===== src/rtl/cks_pkg.sv =====
package cks_pkg;

  typedef enum logic [1:0] {
    CK_IDLE = 2'd0,
    CK_REQ  = 2'd1,
    CK_WAIT = 2'd2
  } cks_state_e;

  localparam int unsigned PTR_LO_W = 8;

endpackage


===== src/rtl/cks_end_clamp.sv =====
module cks_end_clamp #(
  parameter int unsigned ADDR_W    = 10,
  parameter int unsigned RSV_FIRST = 4,
  parameter int unsigned RSV_LAST  = 7
) (
  input  logic [ADDR_W-1:0] raw_i,
  output logic [ADDR_W-1:0] eff_o
);

  localparam logic [ADDR_W-1:0] TOP_WORD  = {ADDR_W{1'b1}};
  localparam logic [ADDR_W-1:0] MAX_END   = TOP_WORD - ADDR_W'(1);
  localparam logic [ADDR_W-1:0] WIN_LO    = ADDR_W'(RSV_FIRST);
  localparam logic [ADDR_W-1:0] WIN_HI    = ADDR_W'(RSV_LAST);
  localparam logic [ADDR_W-1:0] BELOW_WIN = ADDR_W'(RSV_FIRST - 1);

  logic above_top;
  logic in_window;

  always_comb begin
    above_top = (raw_i > MAX_END);
    in_window = (raw_i >= WIN_LO) && (raw_i <= WIN_HI);
    if (above_top) begin
      eff_o = MAX_END;
    end else if (in_window) begin
      eff_o = BELOW_WIN;
    end else begin
      eff_o = raw_i;
    end
  end

endmodule


===== src/rtl/cks_ptr.sv =====
module cks_ptr
  import cks_pkg::*;
#(
  parameter int unsigned ADDR_W    = 10,
  parameter int unsigned RSV_FIRST = 4,
  parameter int unsigned RSV_LAST  = 7
) (
  input  logic              clk,
  input  logic              rst_n,
  input  logic              clear_i,
  input  logic              adv_i,
  output logic [ADDR_W-1:0] addr_o
);

  localparam int unsigned LO_W = PTR_LO_W;
  localparam int unsigned HI_W = ADDR_W - LO_W;
  localparam logic [ADDR_W-1:0] HOP_FROM = ADDR_W'(RSV_FIRST);
  localparam logic [ADDR_W-1:0] HOP_TO   = ADDR_W'(RSV_LAST + 1);

  logic [LO_W-1:0]   lo_q;
  logic [HI_W-1:0]   hi_q;
  logic [LO_W-1:0]   lo_inc;
  logic              lo_wrap;
  logic [HI_W-1:0]   hi_inc;
  logic [ADDR_W-1:0] stepped;
  logic [ADDR_W-1:0] next_addr;

  // low byte steps on its own; its wrap is the only way the high byte moves
  always_comb begin
    {lo_wrap, lo_inc} = {1'b0, lo_q} + {{LO_W{1'b0}}, 1'b1};
    hi_inc            = hi_q + {{(HI_W-1){1'b0}}, lo_wrap};
    stepped           = {hi_inc, lo_inc};
    next_addr         = (stepped == HOP_FROM) ? HOP_TO : stepped;
  end

  always_ff @(posedge clk or negedge rst_n) begin
    if (!rst_n) begin
      lo_q <= '0;
      hi_q <= '0;
    end else if (clear_i) begin
      lo_q <= '0;
      hi_q <= '0;
    end else if (adv_i) begin
      lo_q <= next_addr[LO_W-1:0];
      hi_q <= next_addr[ADDR_W-1:LO_W];
    end
  end

  assign addr_o = {hi_q, lo_q};

endmodule


===== src/rtl/cks_accum.sv =====
module cks_accum #(
  parameter int unsigned DATA_W = 16
) (
  input  logic              clk,
  input  logic              rst_n,
  input  logic              clear_i,
  input  logic              add_i,
  input  logic [DATA_W-1:0] word_i,
  output logic [DATA_W-1:0] sum_o
);

  localparam int unsigned BYTE_W = DATA_W / 2;

  logic [BYTE_W-1:0] lo_q;
  logic [BYTE_W-1:0] hi_q;
  logic [BYTE_W-1:0] lo_nxt;
  logic [BYTE_W-1:0] hi_nxt;
  logic              lo_cy;

  always_comb begin
    {lo_cy, lo_nxt} = {1'b0, lo_q} + {1'b0, word_i[BYTE_W-1:0]};
    hi_nxt          = hi_q + word_i[DATA_W-1:BYTE_W] + {{(BYTE_W-1){1'b0}}, lo_cy};
  end

  always_ff @(posedge clk or negedge rst_n) begin
    if (!rst_n) begin
      lo_q <= '0;
      hi_q <= '0;
    end else if (clear_i) begin
      lo_q <= '0;
      hi_q <= '0;
    end else if (add_i) begin
      lo_q <= lo_nxt;
      hi_q <= hi_nxt;
    end
  end

  assign sum_o = {hi_q, lo_q};

endmodule


===== src/rtl/cks_ctrl.sv =====
module cks_ctrl
  import cks_pkg::*;
#(
  parameter int unsigned ADDR_W = 10
) (
  input  logic              clk,
  input  logic              rst_n,
  input  logic              start_i,
  input  logic [ADDR_W-1:0] end_eff_i,
  input  logic [ADDR_W-1:0] ptr_addr_i,
  input  logic              rom_gnt_i,
  input  logic              rom_rvalid_i,
  output logic              rom_req_o,
  output logic              ptr_clear_o,
  output logic              ptr_adv_o,
  output logic              acc_clear_o,
  output logic              acc_add_o,
  output logic              done_o,
  output logic              busy_o
);

  localparam int unsigned LO_W = PTR_LO_W;

  cks_state_e        state_q;
  cks_state_e        state_d;
  logic [ADDR_W-1:0] end_q;
  logic              done_q;
  logic              accept;
  logic              lo_match;
  logic              hi_match;
  logic              at_end;
  logic              word_in;

  always_comb begin
    accept   = (state_q == CK_IDLE) && start_i;
    lo_match = (ptr_addr_i[LO_W-1:0] == end_q[LO_W-1:0]);
    hi_match = (ptr_addr_i[ADDR_W-1:LO_W] == end_q[ADDR_W-1:LO_W]);
    at_end   = lo_match && hi_match;
    word_in  = (state_q == CK_WAIT) && rom_rvalid_i;
  end

  always_comb begin
    state_d = state_q;
    unique case (state_q)
      CK_IDLE: if (start_i)      state_d = CK_REQ;
      CK_REQ:  if (rom_gnt_i)    state_d = CK_WAIT;
      CK_WAIT: if (rom_rvalid_i) state_d = at_end ? CK_IDLE : CK_REQ;
      default:                   state_d = CK_IDLE;
    endcase
  end

  always_ff @(posedge clk or negedge rst_n) begin
    if (!rst_n) begin
      state_q <= CK_IDLE;
      end_q   <= '0;
      done_q  <= 1'b0;
    end else begin
      state_q <= state_d;
      done_q  <= word_in && at_end;
      if (accept) begin
        end_q <= end_eff_i;
      end
    end
  end

  assign rom_req_o   = (state_q == CK_REQ);
  assign ptr_clear_o = accept;
  assign acc_clear_o = accept;
  assign acc_add_o   = word_in;
  assign ptr_adv_o   = word_in && !at_end;
  assign done_o      = done_q;
  assign busy_o      = (state_q != CK_IDLE);

endmodule


===== src/rtl/rom_checksum.sv =====
module rom_checksum #(
  parameter int unsigned ADDR_W    = 10,
  parameter int unsigned DATA_W    = 16,
  parameter int unsigned RSV_FIRST = 4,
  parameter int unsigned RSV_LAST  = 7
) (
  input  logic              clk,
  input  logic              rst_n,
  input  logic              start_i,
  input  logic [ADDR_W-1:0] end_addr_i,
  output logic              rom_req_o,
  input  logic              rom_gnt_i,
  output logic [ADDR_W-1:0] rom_addr_o,
  input  logic              rom_rvalid_i,
  input  logic [DATA_W-1:0] rom_rdata_i,
  output logic [DATA_W-1:0] checksum_o,
  output logic              done_o
);

  logic [ADDR_W-1:0] end_eff;
  logic [ADDR_W-1:0] ptr_addr;
  logic              ptr_clear;
  logic              ptr_adv;
  logic              acc_clear;
  logic              acc_add;
  logic              busy;

  cks_end_clamp #(
    .ADDR_W   (ADDR_W),
    .RSV_FIRST(RSV_FIRST),
    .RSV_LAST (RSV_LAST)
  ) u_clamp (
    .raw_i(end_addr_i),
    .eff_o(end_eff)
  );

  cks_ptr #(
    .ADDR_W   (ADDR_W),
    .RSV_FIRST(RSV_FIRST),
    .RSV_LAST (RSV_LAST)
  ) u_ptr (
    .clk    (clk),
    .rst_n  (rst_n),
    .clear_i(ptr_clear),
    .adv_i  (ptr_adv),
    .addr_o (ptr_addr)
  );

  cks_accum #(
    .DATA_W(DATA_W)
  ) u_acc (
    .clk    (clk),
    .rst_n  (rst_n),
    .clear_i(acc_clear),
    .add_i  (acc_add),
    .word_i (rom_rdata_i),
    .sum_o  (checksum_o)
  );

  cks_ctrl #(
    .ADDR_W(ADDR_W)
  ) u_ctrl (
    .clk         (clk),
    .rst_n       (rst_n),
    .start_i     (start_i),
    .end_eff_i   (end_eff),
    .ptr_addr_i  (ptr_addr),
    .rom_gnt_i   (rom_gnt_i),
    .rom_rvalid_i(rom_rvalid_i),
    .rom_req_o   (rom_req_o),
    .ptr_clear_o (ptr_clear),
    .ptr_adv_o   (ptr_adv),
    .acc_clear_o (acc_clear),
    .acc_add_o   (acc_add),
    .done_o      (done_o),
    .busy_o      (busy)
  );

  assign rom_addr_o = ptr_addr;

endmodule


===== config.mk =====
export PLATFORM = sky130hd
export DESIGN_NAME = rom_checksum
export DESIGN_NICKNAME = d
export VERILOG_FILES = /design/src/rtl/cks_pkg.sv /design/src/rtl/cks_end_clamp.sv /design/src/rtl/cks_ptr.sv /design/src/rtl/cks_accum.sv /design/src/rtl/cks_ctrl.sv /design/src/rtl/rom_checksum.sv
export SDC_FILE = /design/constraint.sdc
export NUM_CORES = 1
export LEC_CHECK = 0
export BUFFER_PORTS_ARGS = -buffer_cell sky130_fd_sc_hd__buf_2
export CAP_MARGIN = 0
export CORE_MARGIN = 2
export CORE_UTILIZATION = 58
export DETAILED_ROUTE_END_ITERATION = 8
export PLACE_DENSITY = 0.91
export SLEW_MARGIN = 20
export SYNTH_ARGS = -nofsm -noshare
export SYNTH_HDL_FRONTEND = slang
export SYNTH_SLANG_ARGS = --single-unit

===== constraint.sdc =====
create_clock -name clk -period 10.35 [get_ports clk]
set_input_delay 2.07 -clock clk [delete_from_list [all_inputs] [get_ports clk]]
set_output_delay 2.07 -clock clk [all_outputs]
set_load 0.02 [all_outputs]

Word level (Yosys, flattened, before mapping)
Index checks and enable logic that the tools add are counted.

storage, ports and cells
  logic and storage cells = 50
  flip-flop bits (word level) = 39
  input port bits = 31
  output and inout port bits = 28

operators by class
  mux-type cells = 16
  add/sub/neg operators = 5
  reductions and logical operators = 11
  eq/ne operators = 8
  order comparisons = 3

operators by type and width
  operator                count
  $mux W8                 6
  $mux W10                3
  $eq A10 B3 Y1 const B   1
  $ge A10 B3 Y1 const B   1
  $gt A10 B10 Y1 const B  1
  $le A10 B3 Y1 const B   1
  $mux W2                 5
  $add A8 B1 Y9 const B   1
  $add A8 B8 Y9           1
  $add A8 B1 Y8           1
  $add A8 B8 Y8           1
  $eq A8 B8 Y1            1
  $logic_and A1 B1 Y1     6
  $pmux W2 S3             1
  $ne A2 B2 Y1 const B    2
  $reduce_bool A2 Y1      2
  $reduce_and A3 Y1       1
  $add A2 B1 Y2           1
  $eq A2 B1 Y1 const B    1
  $eq A2 B2 Y1            1
  $eq A2 B2 Y1 const B    1
  $logic_not A2 Y1        1
  $ne A2 B1 Y1 const B    1
  $logic_not A1 Y1        1
  $mux W1                 1

Logic depth before layout (Yosys ltp)
  depth after elaboration = 6
  depth in mapped cells = 17
  mapped depth without buffers = 17

Hierarchy
A second synthesis with hierarchy kept.

second synthesis, totals
  cell total of the unflattened synthesis = 286
  area, all modules = 2,815.2 µm²

modules (own cells, without submodules)
  module         times used  area an instance (µm²)  cells an instance  seq. area each (µm²)
  cks_accum      1           1,320.0                 144                400.4
  cks_ctrl       1           696.9                   52                 325.3
  cks_ptr        1           688.2                   72                 250.2
  cks_end_clamp  1           110.1                   18                 0.0

Worst setup path before layout
OpenSTA, ideal clock, no wires.

  path type = input port to flip-flop
  start = input port rom_rdata_i[0]
  end = register u_acc.hi_q[6]
  required time = 10.217 ns
  setup time = 0.133 ns
  path slack = 5.385 ns
  buffers on the path = 0
  arrival = 4.832 ns
  stages on the path = 17
  cells stage by stage = ha_1 > fa_1 > a21o_1 > a21oi_1 > o21bai_1 > a21oi_1 > nor2_1 > a211oi_1 > fa_1 > fa_1 > nor2b_1 > o21ai_0 > nand2b_1 > a21o_1 > a21oi_1 > xor2_1 > o21ai_0

between the ends
  cells in the longest elaborated chain, start to end = 4

RTL lines
  item                  RTL line            source
  start, declared       rom_checksum.sv:15  input logic [DATA_W-1:0] rom_rdata_i,
  $add A8 B8 Y9         cks_accum.sv:21     {lo_cy, lo_nxt} = {1'b0, lo_q} + {1'b0, word_i[BYTE_W-1:0]};
  $add A8 B1 Y8         cks_accum.sv:22     hi_nxt = hi_q + word_i[DATA_W-1:BYTE_W] + {{(BYTE_W-1){1'b0}}, lo_cy};
  $mux W8               cks_accum.sv:32     end else if (add_i) begin
  $mux W8               cks_accum.sv:29     end else if (clear_i) begin
  end signal, assigned  cks_accum.sv:34     hi_q <= hi_nxt;
  end, declared         cks_accum.sv:15     logic [BYTE_W-1:0] hi_q;

Every way passes these cells. The select of a mux whose other input is x is not followed.
A chain may end at the register's enable or synchronous reset.

Worst setup path after layout
  start = input port rom_rdata_i[0]
  end = register u_acc.hi_q[7]

Same word-level chain as after synthesis.

==> impl_summary.md <==
Setup path
The data arrival time of the critical path is 5340 ps. Together, buffers and inverters on the worst path number 1. The critical path endpoint category is a flop. STA puts the critical path data required time at between 10,000 and 15,000 ps. The launch instance of the worst register-to-register path is u_acc.lo_q[0].

Walking the worst path, the cells encountered are buf_2 > ha_1 > fa_1 > a21o_1 > a21oi_1 > o21bai_1 > a21oi_1 > nor2_1 > a211oi_1 > fa_1 > nor2b_1 > o21a_1 > o21ai_0 > a21oi_1 > xnor2_1 > or3_1 > o21ai_0. The kind of cell adding the most delay to the critical path is compound AO/OA/AOI/OAI gates. The kind of start point of the critical path is a primary input. In this design, the stage delay of the slowest critical-path cell is around 410 ps. The critical path in this run is classified as primary input to flop. The cell repeated most along the worst path is sky130_fd_sc_hd__a21oi_1. The critical path starts at rom_rdata_i[0]. The highest fanout seen on the critical path is 3. For this design, the slowest cell found on the critical path is sky130_fd_sc_hd__fa_1.

Global routing
The via count of the first global-routing pass is ~2,000. The overall routing resource usage is 0.246. Entering global routing, the biggest net connects 40 pins. The initial antenna violation count was 0.

The leftover overflow at the end of global routing is 0. The first-pass GRT wire length is approximately 8700 µm.

Clock network
The total number of H-tree levels is 2. For this design, the sink count on the clock tree is 39. The post-cts resize count is 0.

Clock-pin slew was measured on the worst setup and hold paths at 70 ps. Clock latency on the worst-skew pair, taken at its later pin, is 290 ps. The CTS tree is yes. No sink is reached through more buffers than the 2 on the longest clock path. Clock tree synthesis selected as its root buffer the cell sky130_fd_sc_hd__clkbuf_8. Buffers inserted during clock tree synthesis total 5.

The number of setup buffers added after CTS is 0. The quantity of hold-fixing buffers added after cts is 0.

Hold path
The worst hold path begins at u_ctrl.end_q[1]. The tightest min-delay check is of the flop to flop type.

Floorplanning
The die outline width is 68.8 µm. For this design the top-level I/O count stands at 59. The row count is 23. The floorplan step set the die height to 68.8 µm. The overall die area is between 0.004 and 0.005 mm². The initial utilization of the core area, before any placement, comes to 0.604. The placeable core region is just over 0.004 mm².

Synthesis
The part of the Yosys area used for sequential elements is 0.401. The share of the synthesized area in the top cell type is 0.401. The number of cells produced by synthesis is 264.

The most used flip-flop cell after synthesis is sky130_fd_sc_hd__dfrtp_1. The synthesized netlist net count is approximately 310. The synthesized design contains 39 register bits. In the synthesized netlist the async set-or-reset flop fraction comes to 1.00. In this run, synthesis inferred 0 flip-flops with an integrated enable. After synthesis, the cell types taking the most area are sky130_fd_sc_hd__dfrtp_1 40%, sky130_fd_sc_hd__ha_1 8.2%, sky130_fd_sc_hd__o21ai_0 6.2%. For this run, the number of Yosys warnings is 0. The number of distinct standard cells referenced by the synthesized netlist is 44. Summing every instance area after synthesis gives between 0.002 and 0.0025 mm². The post-synthesis area per instance is about 9 µm². Summed over all instances, the cell type with the most area after synthesis is sky130_fd_sc_hd__dfrtp_1.

Run status
The flow ran to the end, and the final reports show no timing, DRC or antenna violations.

Timing
The final number of max-transition violations is 0. Setup repair after global routing left no endpoint under its margin. Setup violations remaining at the end of the flow were counted as 0.

The headroom to the max-slew limit is 0.373. In the finished design, the share of the clock period the worst path needs comes to 0.495. Setup total negative slack on the finished layout was measured at 0 ps.

The hold violation count in the final report is 0. The slew at the pin closest to its max-slew limit is around 940 ps. Counting I/O delays and the setup requirement, the final critical path takes between 5000 and 6000 ps. Across the routed clock network, the largest skew measured is around 8.7 ps. The highest clock rate is ~200 MHz.

The final hold slack is around 500 ps.

Detailed routing
After detailed routing, the number of vias per cell comes to between 5 and 6. For this block, the initial DRC count from the detailed router was ~120. After detailed routing, the number of remaining DRC violations is 0. In this run the remaining antenna-violating nets after routing total 0.

The total via count in the routed design is between 2,000 and 2,500. The routed wire length per instance is about 14 µm. Before antenna repair, the detailed router went through 4 iterations. The total detailed-routing wirelength is 5040 µm.

Pwr
The total power density per cell area is around 240 mW/mm². The leakage power figure is ~0.0014 µW. Overall power consumption after layout is estimated at 659 µW.

Across the VDD grid, the largest voltage drop is ~0.00016 V.

Placed design
The instance area after placement is about 0.0027 mm². The congestion estimate from routability-driven global placement came to 0.840. The count of buffers inserted at the top-level ports is 58. The final HPWL from detailed placement is 3810 µm.

Layout
From synthesis to final layout, the design area changed by 14.8%. The layout has approximately 320 filler cells. The fraction of layout instances using a drive strength above 1 is 0.223. The post-route standard cell area excluding fillers is 0.00280 mm².

The net count of the finished layout is about 370. 0 antenna diodes ended up in the layout. The fraction of the core area covered by cells at the end of the flow is 0.694.

Run
The reported max-cap violation count is 0.
state kept, by name, indices dropped and copies added (netlist names):
register and cells:
u_ctrl.end_q 10, u_acc.hi_q 8, u_acc.lo_q 8, u_ptr.lo_q 8
u_ctrl.state_q 2, u_ptr.hi_q 2, u_ctrl.done_o 1
routing by layer:
metal / GRT usage / up-vias / routed length (µm)
li1: - / 1020 / -
met3: 0.0666 / 10 / 258
met5: 0 / - / 0
met1: 0.317 / 975 / 2270
met2: 0.399 / 62 / 2420
met4: 0.0907 / 0 / 83
synthesized netlist by cell type (4+ instances only):
cell                       instances
sky130_fd_sc_hd__nand4_1           4
sky130_fd_sc_hd__dfrtp_1          39
sky130_fd_sc_hd__o31ai_1           4
sky130_fd_sc_hd__nand3_1           8
sky130_fd_sc_hd__ha_1             16
sky130_fd_sc_hd__clkbuf_1          5
sky130_fd_sc_hd__o21ai_0          30
sky130_fd_sc_hd__xnor2_1          12
sky130_fd_sc_hd__and3_1            5
sky130_fd_sc_hd__xor2_1            9
sky130_fd_sc_hd__nor2_1           19
sky130_fd_sc_hd__nand2_1          38
sky130_fd_sc_hd__inv_1            10
sky130_fd_sc_hd__nor2b_1           4
sky130_fd_sc_hd__nand2b_1          9
sky130_fd_sc_hd__a21oi_1           9
layout by cell type (no fill, tap or decap), types with 4 or more instances in the layout:
master / count
sky130_fd_sc_hd__buf_2: 58
sky130_fd_sc_hd__dfrtp_1: 39
sky130_fd_sc_hd__nand2_1: 38
sky130_fd_sc_hd__o21ai_0: 30
sky130_fd_sc_hd__nor2_1: 19
sky130_fd_sc_hd__ha_1: 16
sky130_fd_sc_hd__xnor2_1: 12
sky130_fd_sc_hd__inv_1: 10
sky130_fd_sc_hd__nand2b_1: 9
sky130_fd_sc_hd__a21oi_1: 9
sky130_fd_sc_hd__xor2_1: 9
sky130_fd_sc_hd__nand3_1: 8
sky130_fd_sc_hd__and3_1: 5
sky130_fd_sc_hd__clkbuf_8: 5
sky130_fd_sc_hd__nand4_1: 4
sky130_fd_sc_hd__nor2b_1: 4
sky130_fd_sc_hd__o31ai_1: 4
report_power, final:
| part | internal [µW] | switching [µW] |
|---|---|---|
| clock network | 44.9 | 50.3 |
| logic | 134 | 185 |
| registers | 203 | 42.5 |
kinds of logic after synthesis:
group,after synthesis,synth area share
simple gates,101,0.206
xor+xnor,23,0.0889
fa+ha+maj,19,0.107
buf+inv,20,0.0421
compound gates,62,0.155
flops,39,0.401
worst register-to-register path, cell delays in order, from the launching register on:
cell,delay (ps)
sky130_fd_sc_hd__dfrtp_1,400
sky130_fd_sc_hd__ha_1,220
sky130_fd_sc_hd__fa_1,410
sky130_fd_sc_hd__a21o_1,190
sky130_fd_sc_hd__a21oi_1,210
sky130_fd_sc_hd__o21bai_1,100
sky130_fd_sc_hd__a21oi_1,240
sky130_fd_sc_hd__nor2_1,80
sky130_fd_sc_hd__a211oi_1,220
sky130_fd_sc_hd__fa_1,280
sky130_fd_sc_hd__nor2b_1,60
sky130_fd_sc_hd__o21a_1,180
sky130_fd_sc_hd__o21ai_0,320
sky130_fd_sc_hd__a21oi_1,130
sky130_fd_sc_hd__xnor2_1,150
sky130_fd_sc_hd__or3_1,290
sky130_fd_sc_hd__o21ai_0,80
through the flow:
step	std cells	worst slack (ps)
CTS	368	5250
finish	368	5220
global placement	362	5100
detailed placement	362	4960
floorplan	264	5390
global route	368	4960
cell type report:
class	count	area, µm²	area share
sequential	39	976	0.349
tap	50	62.6	0.0224
inverter	10	37.5	0.0134
clock buffer	6	72.6	0.0260
multi-input combinational	205	1360	0.485
timing repair buffer	58	290	0.104
path summary, 6_finish.rpt:
path | to | depth (start not counted) | slack [ps]
setup / recovery | u_acc.hi_q[7] | 17 | 5220
hold / removal | u_ctrl.end_q[1] | 2 | 500
setup reg to reg | u_acc.hi_q[7] | 16 | 6690
hold reg to reg | u_ctrl.end_q[1] | 2 | 500
max in group asynchronous | u_ptr.lo_q[1] | 1 | 7920
min in group asynchronous | u_acc.lo_q[2] | 1 | 1880
Note: power is estimated with default switching activity, not from simulation.
